`src/rtl/pw_pkg.sv`:
```
package pw_pkg;
  typedef enum logic [2:0] {
    ST_IDLE,
    ST_RD_DIR,
    ST_WB_DIR,
    ST_RD_TBL,
    ST_WB_FIN,
    ST_DONE,
    ST_FAULT
  } walk_st_t;

  // entry bit positions, fixed by the table format
  localparam int E_P  = 0;
  localparam int E_RW = 1;
  localparam int E_US = 2;
  localparam int E_A  = 5;
  localparam int E_D  = 6;
  localparam int E_PS = 7;
endpackage

```
`src/rtl/pw_addr_gen.sv`:
```
module pw_addr_gen #(
  parameter int VA_W       = 32,
  parameter int PAGE_SHIFT = 12,
  parameter int IDX_W      = 10
) (
  input  logic [VA_W-1:0] root,
  input  logic [VA_W-1:0] va,
  input  logic [VA_W-1:0] dir_ent,
  input  logic [VA_W-1:0] a20_mask,
  output logic [VA_W-1:0] dir_addr,
  output logic [VA_W-1:0] tbl_addr
);
  localparam int DIR_LSB = PAGE_SHIFT + IDX_W;
  localparam logic [VA_W-1:0] BASE_MASK = {{(VA_W-PAGE_SHIFT){1'b1}}, {PAGE_SHIFT{1'b0}}};

  logic [VA_W-1:0] dir_off, tbl_off;

  always_comb begin
    dir_off  = VA_W'(va[VA_W-1:DIR_LSB]) << 2;
    tbl_off  = VA_W'(va[DIR_LSB-1:PAGE_SHIFT]) << 2;
    dir_addr = ((root & BASE_MASK) + dir_off) & a20_mask;
    tbl_addr = ((dir_ent & BASE_MASK) + tbl_off) & a20_mask;
  end
endmodule

```
`src/rtl/pw_perm.sv`:
```
module pw_perm (
  input  logic is_user,
  input  logic is_write,
  input  logic wp_on,
  input  logic us_bit,
  input  logic rw_bit,
  output logic deny,
  output logic wr_grant
);
  always_comb begin
    if (is_user) begin
      deny     = !us_bit || (is_write && !rw_bit);
      wr_grant = rw_bit;
    end else begin
      deny     = wp_on && is_write && !rw_bit;
      wr_grant = !wp_on || rw_bit;
    end
  end
endmodule

```
`src/rtl/pt_walker.sv`:
```
module pt_walker
  import pw_pkg::*;
#(
  parameter int VA_W       = 32,
  parameter int PAGE_SHIFT = 12,
  parameter int IDX_W      = 10
) (
  input  logic                     clk,
  input  logic                     rst,
  input  logic                     cfg_paging,
  input  logic                     cfg_wp,
  input  logic                     cfg_pse,
  input  logic [VA_W-1:0]          cfg_root,
  input  logic [VA_W-1:0]          cfg_a20_mask,
  input  logic                     req_valid,
  output logic                     req_ready,
  input  logic [VA_W-1:0]          req_va,
  input  logic                     req_write,
  input  logic                     req_user,
  output logic                     mem_req_valid,
  output logic                     mem_req_write,
  output logic [VA_W-1:0]          mem_req_addr,
  output logic [VA_W-1:0]          mem_req_wdata,
  input  logic                     mem_rsp_valid,
  input  logic [VA_W-1:0]          mem_rsp_rdata,
  output logic                     done_valid,
  output logic [VA_W-PAGE_SHIFT-1:0] done_frame,
  output logic                     done_write_ok,
  output logic                     done_big,
  output logic                     fault_valid,
  output logic [2:0]               fault_code,
  output logic [VA_W-1:0]          fault_addr
);
  localparam int DIR_LSB = PAGE_SHIFT + IDX_W;
  localparam logic [VA_W-1:0] A_BIT = VA_W'(1) << E_A;
  localparam logic [VA_W-1:0] D_BIT = VA_W'(1) << E_D;

  walk_st_t        state;
  logic [VA_W-1:0] va_q, pde_q;
  logic            wr_q, usr_q;

  logic [VA_W-1:0] va_sel, ent_sel, eff_ent;
  logic [VA_W-1:0] dir_addr, tbl_addr;
  logic            deny, wr_grant;
  logic            fin_dirty, fin_wb;

  assign req_ready = (state == ST_IDLE);

  always_comb begin
    va_sel    = (state == ST_IDLE) ? req_va : va_q;
    ent_sel   = (state == ST_RD_DIR) ? mem_rsp_rdata : pde_q;
    eff_ent   = (state == ST_RD_TBL) ? (mem_rsp_rdata & pde_q) : mem_rsp_rdata;
    fin_dirty = mem_rsp_rdata[E_D] | wr_q;
    fin_wb    = !mem_rsp_rdata[E_A] || (wr_q && !mem_rsp_rdata[E_D]);
  end

  pw_addr_gen #(.VA_W(VA_W), .PAGE_SHIFT(PAGE_SHIFT), .IDX_W(IDX_W)) u_addr (
    .root(cfg_root), .va(va_sel), .dir_ent(ent_sel), .a20_mask(cfg_a20_mask),
    .dir_addr(dir_addr), .tbl_addr(tbl_addr)
  );

  pw_perm u_perm (
    .is_user(usr_q), .is_write(wr_q), .wp_on(cfg_wp),
    .us_bit(eff_ent[E_US]), .rw_bit(eff_ent[E_RW]),
    .deny(deny), .wr_grant(wr_grant)
  );

  always_ff @(posedge clk) begin
    if (rst) begin
      state         <= ST_IDLE;
      va_q          <= '0;
      pde_q         <= '0;
      wr_q          <= 1'b0;
      usr_q         <= 1'b0;
      mem_req_valid <= 1'b0;
      mem_req_write <= 1'b0;
      mem_req_addr  <= '0;
      mem_req_wdata <= '0;
      done_valid    <= 1'b0;
      done_frame    <= '0;
      done_write_ok <= 1'b0;
      done_big      <= 1'b0;
      fault_valid   <= 1'b0;
      fault_code    <= '0;
      fault_addr    <= '0;
    end else begin
      mem_req_valid <= 1'b0;
      done_valid    <= 1'b0;
      fault_valid   <= 1'b0;
      case (state)
        ST_IDLE: if (req_valid) begin
          va_q  <= req_va;
          wr_q  <= req_write;
          usr_q <= req_user;
          if (!cfg_paging) begin
            done_frame    <= req_va[VA_W-1:PAGE_SHIFT] & cfg_a20_mask[VA_W-1:PAGE_SHIFT];
            done_write_ok <= 1'b1;
            done_big      <= 1'b0;
            done_valid    <= 1'b1;
            state         <= ST_DONE;
          end else begin
            mem_req_valid <= 1'b1;
            mem_req_write <= 1'b0;
            mem_req_addr  <= dir_addr;
            state         <= ST_RD_DIR;
          end
        end
        ST_RD_DIR: if (mem_rsp_valid) begin
          pde_q <= mem_rsp_rdata;
          if (!mem_rsp_rdata[E_P]) begin
            fault_valid <= 1'b1;
            fault_code  <= {usr_q, wr_q, 1'b0};
            fault_addr  <= va_q;
            state       <= ST_FAULT;
          end else if (mem_rsp_rdata[E_PS] && cfg_pse) begin
            if (deny) begin
              fault_valid <= 1'b1;
              fault_code  <= {usr_q, wr_q, 1'b1};
              fault_addr  <= va_q;
              state       <= ST_FAULT;
            end else begin
              done_frame    <= {mem_rsp_rdata[VA_W-1:DIR_LSB] & cfg_a20_mask[VA_W-1:DIR_LSB],
                                va_q[DIR_LSB-1:PAGE_SHIFT]};
              done_big      <= 1'b1;
              done_write_ok <= fin_dirty & wr_grant;
              if (fin_wb) begin
                mem_req_valid <= 1'b1;
                mem_req_write <= 1'b1;
                mem_req_addr  <= dir_addr;
                mem_req_wdata <= mem_rsp_rdata | A_BIT | (wr_q ? D_BIT : '0);
                state         <= ST_WB_FIN;
              end else begin
                done_valid <= 1'b1;
                state      <= ST_DONE;
              end
            end
          end else if (!mem_rsp_rdata[E_A]) begin
            mem_req_valid <= 1'b1;
            mem_req_write <= 1'b1;
            mem_req_addr  <= dir_addr;
            mem_req_wdata <= mem_rsp_rdata | A_BIT;
            state         <= ST_WB_DIR;
          end else begin
            mem_req_valid <= 1'b1;
            mem_req_write <= 1'b0;
            mem_req_addr  <= tbl_addr;
            state         <= ST_RD_TBL;
          end
        end
        ST_WB_DIR: if (mem_rsp_valid) begin
          mem_req_valid <= 1'b1;
          mem_req_write <= 1'b0;
          mem_req_addr  <= tbl_addr;
          state         <= ST_RD_TBL;
        end
        ST_RD_TBL: if (mem_rsp_valid) begin
          if (!mem_rsp_rdata[E_P] || deny) begin
            fault_valid <= 1'b1;
            fault_code  <= {usr_q, wr_q, mem_rsp_rdata[E_P]};
            fault_addr  <= va_q;
            state       <= ST_FAULT;
          end else begin
            done_frame    <= mem_rsp_rdata[VA_W-1:PAGE_SHIFT] & cfg_a20_mask[VA_W-1:PAGE_SHIFT];
            done_big      <= 1'b0;
            done_write_ok <= fin_dirty & wr_grant;
            if (fin_wb) begin
              mem_req_valid <= 1'b1;
              mem_req_write <= 1'b1;
              mem_req_addr  <= tbl_addr;
              mem_req_wdata <= mem_rsp_rdata | A_BIT | (wr_q ? D_BIT : '0);
              state         <= ST_WB_FIN;
            end else begin
              done_valid <= 1'b1;
              state      <= ST_DONE;
            end
          end
        end
        ST_WB_FIN: if (mem_rsp_valid) begin
          done_valid <= 1'b1;
          state      <= ST_DONE;
        end
        ST_DONE:  state <= ST_IDLE;
        ST_FAULT: state <= ST_IDLE;
        default:  state <= ST_IDLE;
      endcase
    end
  end
endmodule

```
`config.mk`:
```
export PLATFORM = sky130hd
export DESIGN_NAME = pt_walker
export DESIGN_NICKNAME = d
export VERILOG_FILES = /design/src/rtl/pw_pkg.sv /design/src/rtl/pw_addr_gen.sv /design/src/rtl/pw_perm.sv /design/src/rtl/pt_walker.sv
export SDC_FILE = /design/constraint.sdc
export NUM_CORES = 1
export LEC_CHECK = 0
export BUFFER_PORTS_ARGS = -buffer_cell sky130_fd_sc_hd__buf_2
export CAP_MARGIN = 0
export CORE_ASPECT_RATIO = 0.8
export CORE_MARGIN = 3
export CORE_UTILIZATION = 54
export CTS_BUF_LIST = sky130_fd_sc_hd__clkbuf_4 sky130_fd_sc_hd__clkbuf_8
export CTS_CLUSTER_DIAMETER = 40
export CTS_CLUSTER_SIZE = 12
export DETAILED_ROUTE_END_ITERATION = 6
export PLACE_DENSITY = 0.86
export SKIP_LAST_GASP = 1
export SLEW_MARGIN = 5
export SYNTH_ARGS = -nofsm -noshare
export SYNTH_HDL_FRONTEND = slang
export SYNTH_HIERARCHICAL = 1
export SYNTH_SLANG_ARGS = --single-unit
```
`constraint.sdc`:
```
create_clock -name clk -period 3.32 [get_ports clk]
set_input_delay 0.166 -clock clk [delete_from_list [all_inputs] [get_ports clk]]
set_output_delay 0.166 -clock clk [all_outputs]
set_load 0.01 [all_outputs]
```
==> flow_metrics.tcl <==
set metrics [dict create \
    status "finished, final reports clean" \
    path_buf_inv 1 \
    wire_per_inst_um 19.6 \
    core_mm2 0.0154 \
    cts_sinks 184 \
    ys_warn_count 6 \
    finalSetupTns_ns 0 \
    p_switching_mw 2.34 \
    start_kind "flip-flop" \
    critPathSlowestCell "nor2_1" \
    period_share_pct 87.7 \
    die_area_mm2 0.0177 \
    path_clk_slew_ns 0.09 \
    grt_pass1_vias 8524 \
    place.gp.congestion 0.947 \
    nets 1442 \
    clock_latency_ns 0.47 \
    dp_cells 1422 \
    slew_headroom_pct 25.9 \
    critPathKind "flip-flop to flip-flop" \
    grt_usage_pct 32.8 \
    tritoncts "done" \
    maxCapViolations 0 \
    instances_no_fill 1533 \
    port-buffer-count 248 \
    finalSetupViolations 0 \
    hold_violations 0 \
    crit_fanout 12 \
    grt-ovfl-total 0 \
    dp.final_hpwl_um 19500 \
    post-cts-setup-buffer-count 0 \
    die_y_um 119 \
    powerDensity_mw_per_mm2 596 \
    syn_inst 1041 \
    post-route-drc-count 0 \
    max_freq_mhz 343 \
    drv_slew 0 \
    cts_max_level 4 \
    p_int_mw 4.31 \
    clock_tree.buffer_depth 2 \
    fin_crit_ns 2.91 \
    grt_pass1_wl_um 46100 \
    grt_max_degree 94 \
    hp-class "input pin to flip-flop" \
    crit_path_max_incr_delay_ns 0.78 \
    routed_wirelength_um 30100 \
    drt_iter0_markers 823 \
    ios 263 \
    ctsHoldBuffers 74 \
    initial_utilization_pct 56.6 \
    ir_worst_vdd_uv 390 \
    post_cts_resized 0 \
    first_pass_iters 5 \
    crit_path_end_kind "flip-flop" \
    synth_area_mm2 0.00869 \
    clockPowerShare_pct 26.6 \
    cts-root-buf "clkbuf_8" \
    p_sw_share_pct 35.2 \
    rsz0062_at_grt "false" \
    die_w_um 148 \
    vias 9037 \
    avgViaCountPerCell 5.89 \
    power.leakage_nw 4.61 \
    antenna_found_initial 4 \
    whs_ns 0.0501 \
    ant_nets 0 \
    rows 40 \
    required_ns 3.62 \
    avgSynthCellArea_um2 8.35 \
    worst_slew_pin_slew_ns 1.11 \
    numCtsBuffers 17 \
    skew_ns 0.0104 \
    syn_to_final_growth_pct 28.6 \
    seqPwrFrac_pct 39.6 \
    p_comb_share_pct 33.8 \
    cp.arrival_ns 3.22 \
    cp_cell_sequence "nor2b_1, buf_4, nand2_1, o21a_1, o32ai_2, nand2b_1, o31a_1, nor2_1, a311oi_1" \
    crit_family "simple AND/OR/NAND/NOR gates" \
    drive_gt1_share_pct 27.8 \
]
[power groups by stage]
stage          registers (mW)  logic [mW]  clock network [mW]
6_report                 2.64        2.25                1.77
5_1_grt                  2.66        2.40                1.87
4_1_cts                  2.63        2.19                1.77
3_5_place_dp             2.67        2.11                   0
3_3_place_gp             2.67        2.07                   0
2_1_floorplan            2.73        1.36                   0
[stage by stage]
| step | setup slack [ns] | utilization [%] | power (mW) | instance area, um2 |
|---|---|---|---|---|
| after floorplan | 0.625 | - | 4.08 | 8700 |
| after global placement | 0.610 | 64.8 | 4.73 | 9960 |
| after detailed placement | 0.489 | 64.8 | 4.79 | 9960 |
| after CTS | 0.443 | 72.6 | 6.59 | 11200 |
| after global routing | 0.247 | 72.7 | 6.93 | 11200 |
| final | 0.408 | 72.7 | 6.66 | 11200 |
[worst min-delay path: stages]
cell     delay, ns
buf_2         0.14
nand4_1       0.09
o22ai_1       0.08
[flip-flops by register name (all words and copies together), names as in the netlist, 3 cells and up]
register       count
state              3
mem_req_addr      32
va_q              32
fault_code         3
done_frame        20
pde_q             22
fault_addr        32
mem_req_wdata     32
[area by class of cell]
| class | instances | area (um2) |
|---|---|---|
| Multi-Input combinational cell | 751 | 4570 |
| Inverter | 6 | 22.5 |
| Antenna cell | 5 | 12.5 |
| Fill cell | 1170 | 4190 |
| Sequential cell | 184 | 3680 |
| Timing Repair Buffer | 345 | 2160 |
| Clock buffer | 18 | 248 |
| Clock inverter | 14 | 218 |
| Tap cell | 210 | 263 |
[final timing paths]
check | start | endpoint | slack [ns] | depth (start not counted)
max reg2reg | state[2] | done_write_ok | 0.41 | 9
min | req_valid | done_valid | 0.05 | 3
max | state[2] | done_write_ok | 0.41 | 9
min reg2reg | mem_req_wdata[17] | mem_req_wdata[17] | 0.46 | 2
[layout by cell type (no fill, tap or decap), types with 3 or more instances in the layout]
| master | n |
|---|---|
| mux2_2 | 50 |
| conb_1 | 4 |
| nor2_1 | 7 |
| nor2b_1 | 34 |
| a31oi_1 | 34 |
| mux2i_1 | 29 |
| and2_1 | 64 |
| buf_4 | 24 |
| nand2_1 | 245 |
| o21a_1 | 5 |
| buf_2 | 247 |
| a22o_1 | 10 |
| nand4_1 | 11 |
| o21ai_0 | 14 |
| a32oi_1 | 33 |
| clkinv_2 | 3 |
| diode_2 | 5 |
| a22oi_1 | 10 |
| nand2b_1 | 3 |
| a211oi_1 | 44 |
| dfxtp_1 | 183 |
| inv_1 | 4 |
| a21oi_1 | 116 |
| bufinv_16 | 5 |
| dlygate4sd3_1 | 74 |
| clkbuf_8 | 18 |
[metal layers]
layer / vias up / GRT usage, % / part of all wire (%)
met5: - / 0 / 0
met2: 557 / 51.7 / 45
li1: 4192 / - / -
met4: 0 / 14.0 / 3.9
met3: 81 / 8.37 / 10
met1: 4207 / 42.9 / 40
(Power assumes the default switching activity.)
